==> config.mk <==
export PLATFORM = sky130hd
export DESIGN_NAME = spiBlockMaster
export DESIGN_NICKNAME = d
export VERILOG_FILES = /design/src/rtl/spiPkg.sv /design/src/rtl/spiFifo.sv /design/src/rtl/spiCtrl.sv /design/src/rtl/spiDatapath.sv /design/src/rtl/spiBlockMaster.sv
export SDC_FILE = /design/constraint.sdc
export NUM_CORES = 1
export LEC_CHECK = 0
export ABC_AREA = 1
export BUFFER_PORTS_ARGS = -buffer_cell sky130_fd_sc_hd__buf_4
export CORE_MARGIN = 10
export CORE_UTILIZATION = 50
export DETAILED_ROUTE_END_ITERATION = 10
export HOLD_SLACK_MARGIN = 0.06
export PLACE_DENSITY = 0.73
export REMOVE_ABC_BUFFERS = 1
export SETUP_SLACK_MARGIN = 0.15
export SLEW_MARGIN = 40
export SYNTH_ARGS = -nofsm -noshare
export SYNTH_HDL_FRONTEND = slang
export SYNTH_HIERARCHICAL = 1
export SYNTH_SLANG_ARGS = --single-unit
==> constraint.sdc <==
create_clock -name clk -period 4.7 [get_ports clk]
set_input_delay 0.235 -clock clk [delete_from_list [all_inputs] [get_ports clk]]
set_output_delay 0.235 -clock clk [all_outputs]
set_load 0.05 [all_outputs]
==> src/rtl/spiPkg.sv <==
package spiPkg;

  localparam int WORD_W = 32;
  localparam int DEV_W  = 2;
  localparam int ADDR_W = 3;

  localparam logic [ADDR_W-1:0] ADDR_CTRL = 3'd0;
  localparam logic [ADDR_W-1:0] ADDR_SEL  = 3'd1;
  localparam logic [ADDR_W-1:0] ADDR_LEN  = 3'd2;
  localparam logic [ADDR_W-1:0] ADDR_DATA = 3'd3;
  localparam logic [ADDR_W-1:0] ADDR_STAT = 3'd4;

  localparam int BIT_DEV_LO = 6;
  localparam int BIT_QUAD   = 12;
  localparam int BIT_DIR    = 13;
  localparam int BIT_START  = 15;

  typedef enum logic [2:0] {
    ST_IDLE,
    ST_LOAD,
    ST_SHIFT,
    ST_STORE,
    ST_FINISH
  } engState_e;

  // Strobes from control to datapath
  typedef struct packed {
    logic       active;
    logic       dirWrite;
    logic       quad;
    logic       loadByte;
    logic       sampleIn;
    logic       shiftNext;
    logic       storeByte;
    logic       pushWord;
    logic [1:0] byteIdx;
    logic       swPush;
    logic       swPop;
  } dpStrobe_t;

endpackage

==> src/rtl/spiFifo.sv <==
module spiFifo #(
  parameter int WIDTH = 32,
  parameter int DEPTH = 8
) (
  input  logic             clk,
  input  logic             rstN,
  input  logic             push,
  input  logic [WIDTH-1:0] pushData,
  input  logic             pop,
  output logic [WIDTH-1:0] head,
  output logic             empty,
  output logic             full
);

  localparam int PTR_W = $clog2(DEPTH);

  logic [WIDTH-1:0] mem [DEPTH];
  logic [PTR_W-1:0] wrPtr, rdPtr;
  logic [PTR_W:0]   count;
  logic             pushOk, popOk;

  assign empty  = (count == '0);
  assign full   = (count == (PTR_W+1)'(DEPTH));
  assign pushOk = push && !full;
  assign popOk  = pop && !empty;
  assign head   = empty ? '0 : mem[rdPtr];

  always_ff @(posedge clk or negedge rstN) begin
    if (!rstN) begin
      wrPtr <= '0;
      rdPtr <= '0;
      count <= '0;
    end else begin
      if (pushOk) wrPtr <= wrPtr + 1'b1;
      if (popOk)  rdPtr <= rdPtr + 1'b1;
      case ({pushOk, popOk})
        2'b10:   count <= count + 1'b1;
        2'b01:   count <= count - 1'b1;
        default: count <= count;
      endcase
    end
  end

  always_ff @(posedge clk) begin
    if (pushOk) mem[wrPtr] <= pushData;
  end

endmodule

==> src/rtl/spiCtrl.sv <==
module spiCtrl
  import spiPkg::*;
#(
  parameter int DIV_W  = 3,
  parameter int LEN_W  = 21,
  parameter int NUM_CS = 3
) (
  input  logic              clk,
  input  logic              rstN,
  input  logic [ADDR_W-1:0] busAddr,
  input  logic              busWrEn,
  input  logic              busRdEn,
  input  logic [WORD_W-1:0] busWrData,
  input  logic              fifoEmpty,
  input  logic              fifoFull,
  output logic [WORD_W-1:0] ctrlRdData,
  output dpStrobe_t         strobe,
  output logic              spiClk,
  output logic [NUM_CS-1:0] spiCsN,
  output logic              busy,
  output logic              csActive,
  output logic              xferDone
);

  localparam int HALF_W = 1 << DIV_W;

  logic [DIV_W-1:0]  cfgDiv;
  logic [DEV_W-1:0]  cfgDev;
  logic              cfgQuad, cfgDir;
  logic [LEN_W-1:0]  lenReg, bytesLeft;
  engState_e         state;
  logic [1:0]        byteIdx;
  logic [2:0]        unitCnt;
  logic [HALF_W-1:0] divCnt, halfLimit;
  logic              spiClkQ;

  logic wrCtrl, wrSel, wrLen, startReq, tick, unitLast, canLoad, lastByte;
  logic unusedWr;

  assign unusedWr  = ^busWrData[WORD_W-1:LEN_W];
  assign wrCtrl    = busWrEn && (busAddr == ADDR_CTRL);
  assign wrSel     = busWrEn && (busAddr == ADDR_SEL);
  assign wrLen     = busWrEn && (busAddr == ADDR_LEN);
  assign startReq  = wrCtrl && busWrData[BIT_START] && !busy;
  assign halfLimit = HALF_W'(1) << cfgDiv;
  assign tick      = (divCnt == halfLimit - 1'b1);
  assign unitLast  = (unitCnt == (cfgQuad ? 3'd1 : 3'd7));
  assign lastByte  = (bytesLeft == LEN_W'(1));
  // A new word needs FIFO data (write) or FIFO room (read)
  assign canLoad   = (byteIdx != 2'd0) || (cfgDir ? !fifoEmpty : !fifoFull);

  // Configuration and length, frozen while busy
  always_ff @(posedge clk or negedge rstN) begin
    if (!rstN) begin
      cfgDiv  <= '0;
      cfgDev  <= '0;
      cfgQuad <= 1'b0;
      cfgDir  <= 1'b0;
      lenReg  <= '0;
    end else if (!busy) begin
      if (wrCtrl) begin
        cfgDiv  <= busWrData[DIV_W-1:0];
        cfgDev  <= busWrData[BIT_DEV_LO +: DEV_W];
        cfgQuad <= busWrData[BIT_QUAD];
        cfgDir  <= busWrData[BIT_DIR];
      end
      if (wrLen) lenReg <= busWrData[LEN_W-1:0];
    end
  end

  // Chip-select frame flag
  always_ff @(posedge clk or negedge rstN) begin
    if (!rstN)                                     csActive <= 1'b0;
    else if (startReq)                             csActive <= 1'b1;
    else if (wrSel && !busy && !busWrData[0])      csActive <= 1'b0;
  end

  // Byte engine
  always_ff @(posedge clk or negedge rstN) begin
    if (!rstN) begin
      state     <= ST_IDLE;
      busy      <= 1'b0;
      xferDone  <= 1'b0;
      bytesLeft <= '0;
      byteIdx   <= '0;
      unitCnt   <= '0;
      divCnt    <= '0;
      spiClkQ   <= 1'b0;
    end else begin
      xferDone <= 1'b0;
      case (state)
        ST_IDLE: begin
          if (startReq) begin
            busy      <= 1'b1;
            bytesLeft <= lenReg;
            byteIdx   <= '0;
            state     <= (lenReg == '0) ? ST_FINISH : ST_LOAD;
          end
        end
        ST_LOAD: begin
          if (canLoad) begin
            divCnt  <= '0;
            unitCnt <= '0;
            spiClkQ <= 1'b0;
            state   <= ST_SHIFT;
          end
        end
        ST_SHIFT: begin
          if (tick) begin
            divCnt <= '0;
            if (!spiClkQ) begin
              spiClkQ <= 1'b1;
            end else begin
              spiClkQ <= 1'b0;
              unitCnt <= unitCnt + 1'b1;
              if (unitLast) state <= ST_STORE;
            end
          end else begin
            divCnt <= divCnt + 1'b1;
          end
        end
        ST_STORE: begin
          bytesLeft <= bytesLeft - 1'b1;
          byteIdx   <= byteIdx + 1'b1;
          state     <= lastByte ? ST_FINISH : ST_LOAD;
        end
        ST_FINISH: begin
          busy     <= 1'b0;
          xferDone <= 1'b1;
          state    <= ST_IDLE;
        end
        default: state <= ST_IDLE;
      endcase
    end
  end

  assign spiClk = spiClkQ;

  // Strobes to the datapath
  always_comb begin
    strobe           = '0;
    strobe.active    = busy;
    strobe.dirWrite  = cfgDir;
    strobe.quad      = cfgQuad;
    strobe.byteIdx   = byteIdx;
    strobe.loadByte  = (state == ST_LOAD) && canLoad;
    strobe.sampleIn  = (state == ST_SHIFT) && tick && !spiClkQ;
    strobe.shiftNext = (state == ST_SHIFT) && tick && spiClkQ;
    strobe.storeByte = (state == ST_STORE) && !cfgDir;
    strobe.pushWord  = (state == ST_STORE) && !cfgDir &&
                       ((byteIdx == 2'd3) || lastByte);
    strobe.swPush    = busWrEn && (busAddr == ADDR_DATA) && !(busy && !cfgDir);
    strobe.swPop     = busRdEn && (busAddr == ADDR_DATA);
  end

  // One chip-select line per device number
  for (genvar i = 0; i < NUM_CS; i++) begin : gCs
    assign spiCsN[i] = !(csActive && (cfgDev == DEV_W'(i)));
  end

  // Register readback (data address handled in the top)
  always_comb begin
    ctrlRdData = '0;
    case (busAddr)
      ADDR_CTRL: begin
        ctrlRdData[DIV_W-1:0]            = cfgDiv;
        ctrlRdData[BIT_DEV_LO +: DEV_W]  = cfgDev;
        ctrlRdData[BIT_QUAD]             = cfgQuad;
        ctrlRdData[BIT_DIR]              = cfgDir;
        ctrlRdData[BIT_START]            = busy;
      end
      ADDR_SEL:  ctrlRdData[0]          = csActive;
      ADDR_LEN:  ctrlRdData[LEN_W-1:0]  = lenReg;
      ADDR_STAT: ctrlRdData[0]          = fifoFull;
      default:   ctrlRdData             = '0;
    endcase
  end

endmodule

==> src/rtl/spiDatapath.sv <==
module spiDatapath
  import spiPkg::*;
#(
  parameter int FIFO_DEPTH = 8
) (
  input  logic              clk,
  input  logic              rstN,
  input  dpStrobe_t         strobe,
  input  logic [WORD_W-1:0] busWrData,
  input  logic [3:0]        spiDataIn,
  output logic [WORD_W-1:0] fifoHead,
  output logic              fifoEmpty,
  output logic              fifoFull,
  output logic [3:0]        spiDataOut,
  output logic [3:0]        spiDataOe
);

  logic [7:0]        shiftOut, shiftIn;
  logic [23:0]       txRest;
  logic [WORD_W-1:0] rxWord, rxMerged;
  logic              fifoPush, fifoPop, engPop;
  logic [WORD_W-1:0] fifoPushData;

  assign engPop       = strobe.loadByte && strobe.dirWrite && (strobe.byteIdx == 2'd0);
  assign fifoPop      = engPop || strobe.swPop;
  assign fifoPush     = strobe.pushWord || strobe.swPush;
  assign rxMerged     = rxWord | (WORD_W'(shiftIn) << {strobe.byteIdx, 3'b000});
  assign fifoPushData = strobe.pushWord ? rxMerged : busWrData;

  spiFifo #(.WIDTH(WORD_W), .DEPTH(FIFO_DEPTH)) uFifo (
    .clk      (clk),
    .rstN     (rstN),
    .push     (fifoPush),
    .pushData (fifoPushData),
    .pop      (fifoPop),
    .head     (fifoHead),
    .empty    (fifoEmpty),
    .full     (fifoFull)
  );

  // Transmit byte and remainder of the current word
  always_ff @(posedge clk or negedge rstN) begin
    if (!rstN) begin
      shiftOut <= '0;
      txRest   <= '0;
    end else if (strobe.loadByte) begin
      if (!strobe.dirWrite) begin
        shiftOut <= '0;
      end else if (engPop) begin
        shiftOut <= fifoHead[7:0];
        txRest   <= fifoHead[31:8];
      end else begin
        shiftOut <= txRest[7:0];
        txRest   <= {8'h00, txRest[23:8]};
      end
    end else if (strobe.shiftNext) begin
      shiftOut <= strobe.quad ? {shiftOut[3:0], 4'h0} : {shiftOut[6:0], 1'b0};
    end
  end

  // Receive byte and word assembly
  always_ff @(posedge clk or negedge rstN) begin
    if (!rstN) begin
      shiftIn <= '0;
      rxWord  <= '0;
    end else begin
      if (strobe.sampleIn)
        shiftIn <= strobe.quad ? {shiftIn[3:0], spiDataIn} : {shiftIn[6:0], spiDataIn[1]};
      if (strobe.storeByte)
        rxWord <= strobe.pushWord ? '0 : rxMerged;
    end
  end

  assign spiDataOut = strobe.quad ? shiftOut[7:4] : {3'b000, shiftOut[7]};

  always_comb begin
    if (!strobe.active)   spiDataOe = 4'h0;
    else if (strobe.quad) spiDataOe = strobe.dirWrite ? 4'hF : 4'h0;
    else                  spiDataOe = 4'h1;
  end

endmodule

==> src/rtl/spiBlockMaster.sv <==
module spiBlockMaster
  import spiPkg::*;
#(
  parameter int DIV_W      = 3,
  parameter int LEN_W      = 21,
  parameter int NUM_CS     = 3,
  parameter int FIFO_DEPTH = 8
) (
  input  logic              clk,
  input  logic              rstN,
  input  logic [2:0]        busAddr,
  input  logic              busWrEn,
  input  logic              busRdEn,
  input  logic [31:0]       busWrData,
  output logic [31:0]       busRdData,
  output logic              spiClk,
  output logic [NUM_CS-1:0] spiCsN,
  output logic [3:0]        spiDataOut,
  output logic [3:0]        spiDataOe,
  input  logic [3:0]        spiDataIn,
  output logic              xferDone
);

  dpStrobe_t         strobe;
  logic [WORD_W-1:0] ctrlRdData, fifoHead;
  logic              fifoEmpty, fifoFull, busy, csActive;

  spiCtrl #(.DIV_W(DIV_W), .LEN_W(LEN_W), .NUM_CS(NUM_CS)) uCtrl (
    .clk        (clk),
    .rstN       (rstN),
    .busAddr    (busAddr),
    .busWrEn    (busWrEn),
    .busRdEn    (busRdEn),
    .busWrData  (busWrData),
    .fifoEmpty  (fifoEmpty),
    .fifoFull   (fifoFull),
    .ctrlRdData (ctrlRdData),
    .strobe     (strobe),
    .spiClk     (spiClk),
    .spiCsN     (spiCsN),
    .busy       (busy),
    .csActive   (csActive),
    .xferDone   (xferDone)
  );

  spiDatapath #(.FIFO_DEPTH(FIFO_DEPTH)) uData (
    .clk        (clk),
    .rstN       (rstN),
    .strobe     (strobe),
    .busWrData  (busWrData),
    .spiDataIn  (spiDataIn),
    .fifoHead   (fifoHead),
    .fifoEmpty  (fifoEmpty),
    .fifoFull   (fifoFull),
    .spiDataOut (spiDataOut),
    .spiDataOe  (spiDataOe)
  );

  assign busRdData = (busAddr == ADDR_DATA) ? fifoHead : ctrlRdData;

endmodule

* Yosys cells after proc, flatten, opt, wreduce, memory -nomap -nowiden
Memory sizes are Yosys's and may differ from the RTL's.
Cells that the tools add are included.
Widths: inputs -> output; s select.
** Word-level totals
- Register bits after elaboration :: 151
- Memories :: 1
- RAM bits :: 256
- Word-level logic and storage cells :: 174
- Bits of input ports :: 43
** Memory list
- uData.uFifo.mem :: words 8, width 32, read ports 1, clocked after Yosys merged registers in 0, wr ports 1, line spiFifo.sv:17 : logic [WIDTH-1:0] mem [DEPTH];
** Cells by class
- Add/sub/neg operators :: 9
- Shift operators :: 2
- Bitwise logic cells :: 2
- Equality and inequality tests :: 22
- Reductions and logical operators :: 60
- Mux-type cells :: 57
** Operators with widths (number)
- $mux 32 :: 4
- $mux 8 :: 8
- $pmux 21 s2 :: 1
- $mux 3 :: 12
- $or 32x32->32 :: 1
- $shl 8x5->32 :: 1
- $logic_and 1x1->1 :: 24
- $mux 24 :: 1
- $eq 21x1->1 const B :: 1
- $logic_not 21->1 :: 1
- $mux 21 :: 1
- $sub 21x1->21 const B :: 1
- $mux 4 :: 5
- $pmux 2 s2 :: 4
- $pmux 8 s2 :: 1
- $reduce_bool 2->1 :: 7
- $eq 3x2->1 const B :: 4
- $pmux 3 s4 :: 1
- $reduce_and 2->1 :: 6
- $mux 1 :: 11
- $logic_not 1->1 :: 10
- $ne 2x1->1 const B :: 5
- $add 3x1->3 const B :: 3
- $add 8x1->8 const B :: 1
- other kinds (26) :: 38

* Logic depth before layout (Yosys ltp)
- Depth after elaboration :: 11
- Depth in mapped cells :: 23

* Cells and area by module
Netlist, hierarchy kept.
** Modules (own cells, without submodules)
- spiFifo :: cells each 838, times used 1, area an instance 10660.2 um^2, sequential area each 7937.6 um^2
- spiDatapath :: cells each 629, times used 1, area an instance 4266.6 um^2, sequential area each 1801.7 um^2
- spiCtrl :: cells each 568, times used 1, area an instance 4199.0 um^2, sequential area each 1726.7 um^2
- spiBlockMaster :: cells each 112, times used 1, area an instance 555.5 um^2, sequential area each 0.0 um^2

* Least setup slack after synthesis
Ideal clock, no wire load.
- Path kind :: register -> register
- Start :: register uCtrl.state[1]
- End :: memory uData.uFifo.mem[0][0], enable pin
- Data required time :: 4.279 ns
- Cell stages (with the launch flop) :: 11
- Buffers on the path :: 1
- Setup slack :: 1.017 ns
- Arrival :: 3.262 ns
- Clock period less this slack :: 3.683 ns
- Path through :: dfrtp_1 > inv_2 > nor3_4 > inv_2 > nor2_1 > a21boi_0 > buf_4 > or2_2 > nand2_1 > or2_2 > nor2_1
** RTL lines
- start, declared :: line spiCtrl.sv:31 : engState_e state;
- start signal, assigned :: line spiCtrl.sv:97 : state <= (lenReg == '0) ? ST_FINISH : ST_LOAD;
- start signal, assigned :: line spiCtrl.sv:125 : state <= lastByte ? ST_FINISH : ST_LOAD;
- end, declared :: line spiFifo.sv:17

* Worst setup path in the final report
- Start :: register uData.uFifo.rdPtr[0]
- End :: output port busRdData[22]
** Between the ends
- Word-level cells in the longest chain between the ends :: 3
** Ends and longest elaborated chain
- start, declared :: line spiFifo.sv:18 : logic [PTR_W-1:0] wrPtr, rdPtr;
- start signal, assigned :: line spiFifo.sv:35 : if (popOk) rdPtr <= rdPtr + 1'b1;
- $mem_v2 8x32
- $mux 32 :: line spiFifo.sv:26 : assign head = empty ? '0 : mem[rdPtr];
- net fifoHead[22] :: line spiBlockMaster.sv:25 : logic [WORD_W-1:0] ctrlRdData, fifoHead;
- $mux 32 :: line spiBlockMaster.sv:59 : assign busRdData = (busAddr == ADDR_DATA) ? fifoHead : ctrlRdData;
- end, declared :: line spiBlockMaster.sv:15 : output logic [31:0] busRdData,
The timed path passes the listed nets, and every way through them passes these cells.

==> flow_metrics.env <==
export IMPL_synth_ff_type="edfxtp_1"
export IMPL_antenna_found_initial=0
export IMPL_crit_start="uData/uFifo/rdPtr[0]$_DFFE_PN0P_"
export IMPL_gp_congestion=0.949
export IMPL_cts_buffer_depth=3
export IMPL_synth_edf_count=256
export IMPL_setup_ws_ns=0.928
export IMPL_crit_family="simple AND/OR/NAND/NOR gates"
export IMPL_clk_pin_slew_worst_paths_ns=0.06
export IMPL_fin_tns_setup_ns=0
export IMPL_cts_buffers_inserted=42
export IMPL_grt_usage_pct=22.5
export IMPL_rsz0062_at_grt="false"
export IMPL_fin_cells=2763
export IMPL_drive_above_1_share_pct=10.7
export IMPL_diodes=0
export IMPL_maxSlewHeadroom_pct=43.4
export IMPL_irDropWorstVdd_mv=0.383
export IMPL_grt_pass1_wl_microns=84800
export IMPL_die_h_microns=218
export IMPL_cts_resized=0
export IMPL_rows=72
export IMPL_netlist_area_sq_um=19700
export IMPL_period_needed_ns=3.77
export IMPL_ys_top_cells_by_area="edfxtp_1 (39%), dfrtp_1 (19%), nand2_1 (9.0%)"
export IMPL_layout_nets=2266
export IMPL_post_cts_setup_buffers=0
export IMPL_synthTopCellsByCount="nand2_1 (474), nor2_1 (322), edfxtp_1 (256), o21ai_0 (229), inv_1 (211)"
export IMPL_drcViolationCount=0
export IMPL_syn2layout_area_growth_pct=12.4
export IMPL_r2r_slack_ns=0.97
export IMPL_cts_tree="done"
export IMPL_critPathArrivalTime_ns=3.54
export IMPL_ios=88
export IMPL_start_util_pct=50.7
export IMPL_r2r_start="uCtrl/byteIdx[0]$_DFFE_PN0P_"
export IMPL_drv_slew=0
export IMPL_worst_slew_pin_slew_ns=0.849
export IMPL_crit_fanout=129
export IMPL_insertion_delay_ns=0.56
export IMPL_h_tree_depth=2
export IMPL_wl_microns=54800
export IMPL_ys_ff_latch=407
export IMPL_drv_cap=0
export IMPL_ant_nets=0
export IMPL_routedWlPerCell_microns=19.8
export IMPL_worstSetupEndpointType="output pin"
export IMPL_cts_sinks=407
export IMPL_first_pass_iters=6
export IMPL_synth_top_cell_area_share_pct=39.1
export IMPL_status="completed"
export IMPL_max_freq_ghz=0.265
export IMPL_cts_root_buf="clkbuf_16"
export IMPL_worstSetupPathType="reg -> out"
export IMPL_crit_slowest_cell="dfrtp_4"
export IMPL_yosysWarnings=6
export IMPL_io_buffers=87
export IMPL_dp_hpwl_microns=35600
export IMPL_die_w_microns=218
export IMPL_ys_async_sr_fraction_pct=37.1
export IMPL_syn_inst=2147
export IMPL_path_buf_inv=3
export IMPL_finalHoldViolations=0
export IMPL_reg2regPathDepth=19
export IMPL_synth_most_common_cell="nand2_1"
export IMPL_yosysTopAreaCell="edfxtp_1"
export IMPL_start_kind="register"
export IMPL_die_area_sq_um=47700
export IMPL_r2r_end="uData/uFifo/count[2]$_DFFE_PN0P_"
export IMPL_path_common_cell="nor2_1"
export IMPL_core_area_sq_um=38800
export IMPL_synth_cell_types=49
export IMPL_grt_max_degree=130
export IMPL_dpl_worst_slack_ns=1.09
export IMPL_syn_avg_cell_area_sq_um=9.17
export IMPL_seq_area_frac_synth_pct=58.3
export IMPL_total_power_w=0.0115
export IMPL_p_per_area_nw_per_um2=521
export IMPL_required_ns=4.47
export IMPL_finalCritPeriodShare_pct=80.3
export IMPL_slowest_delay_ns=0.77
export IMPL_place_inst=2658
export IMPL_grt_pass1_vias=15100
export IMPL_num_vias=15700
export IMPL_cp_depth=9
export IMPL_grt_remaining_overflow=0
export IMPL_drt_vias_per_instance=5.67
export IMPL_path_cells="clkinv_2, buf_12, o21ai_0, o22ai_1, nor2_1, nor2_1, nand4_1, nand2_1, buf_4"
export IMPL_leakage_nw=9.52
export IMPL_drt_iter0_drc=1904
export IMPL_min_path_type="in -> async"
export IMPL_skew_ns=0.0177
export IMPL_setup_violations_final=0
-- how the worst max path moves through the flow --
stage,endpoint,slack (ns)
final,busRdData[22],0.93
after global routing,uData/uFifo/count[2]$_DFFE_PN0P_,0.60
after CTS,busRdData[22],1.01
after detailed placement,uData/uFifo/count[2]$_DFFE_PN0P_,1.09
after global placement,uData/uFifo/count[2]$_DFFE_PN0P_,1.20
after floorplan,uData/uFifo/mem[0][0]$_DFFE_PP_,-1.81
-- layout by cell type (no fill, tap or decap), drive strengths merged, types with 2 or more instances in the layout --
cell type,count
conb,11
nor3,14
inv,226
nand2,483
clkinvlp,2
o221ai,7
dfrtp,151
o22ai,45
dlygate4sd3,26
clkinv,19
a21oi,35
xnor2,6
buf,113
or2,3
nor2,329
xor2,13
ha,12
nand3,74
a31oi,8
clkbuf,55
o211ai,37
nand4,42
bufinv,2
edfxtp,256
o21ai,267
-- worst register-to-register path: cells and delay by family, from the launching register on --
family | cells | cell delay (ns)
flops | 1 | 0.74
xor+xnor | 1 | 0.16
fa+ha+maj | 3 | 0.66
simple gates | 7 | 0.81
buf+inv | 5 | 0.84
compound gates | 3 | 0.39
-- layer usage --
layer,routed length [microns],GRT usage [%],up-vias
li1,-,-,7251
met1,22800,30.2,7534
met2,25300,35.3,749
met3,4300,3.59,129
met4,2440,10.3,0
met5,0,0,-
-- power breakdown --
part | switching, W | total [W] | internal (W)
clock network | 0.00142 | 0.00325 | 0.00183
logic | 0.00281 | 0.00389 | 0.00108
registers | 0.000352 | 0.00439 | 0.00403
total | 0.00458 | 0.0115 | 0.00694
-- metrics by stage --
step	hold slack (ns)	area (sq um)	util, %
2_1_floorplan	-0.0606	18900	-
3_3_place_gp	0.414	20500	52.7
3_5_place_dp	0.329	20500	52.8
4_1_cts	0.116	22100	56.9
5_1_grt	0.138	22100	57.0
6_report	0.120	22100	57.0
-- registers in the layout (all words and copies together) (netlist names), 2 cells and up --
signal             cells
uData/uFifo/count      4
uData/txRest          24
uCtrl/state            3
uData/uFifo/wrPtr      3
uCtrl/unitCnt          3
uData/rxWord          32
uCtrl/cfgDev           2
uCtrl/byteIdx          2
uCtrl/divCnt           8
uData/uFifo/mem      256
uData/shiftIn          8
uCtrl/bytesLeft       21
uCtrl/cfgDiv           3
uData/shiftOut         8
uCtrl/lenReg          21
uData/uFifo/rdPtr      3
-- cell families after synthesis --
logic type / after synthesis / share of synthesized area, %
AND/OR/NAND/NOR: 948 / 19.9
flip-flops: 407 / 58.3
AO/OA/AOI/OAI: 405 / 11.6
buffers and inverters: 355 / 8.70
XOR/XNOR: 19 / 0.846
adder cells (fa/ha/maj): 12 / 0.763
other: 1 / 0.0191
-- what timing repair did --
action	4_1_cts	5_1_grt
hold buffers	26	0
endpoints found under the setup margin	0	0
endpoints found under the hold margin	131	0
-- layout make-up --
| cell class | count | area (sq um) |
|---|---|---|
| fillers | 3327 | 16700 |
| flip-flops and latches | 407 | 11500 |
| multi-input cells | 1395 | 6610 |
| repair buffers | 139 | 1180 |
| clock buffers | 55 | 1130 |
| inverters | 226 | 862 |
| well taps | 518 | 648 |
| clock inverters | 23 | 210 |
Note: power is estimated with default switching activity, not from simulation.
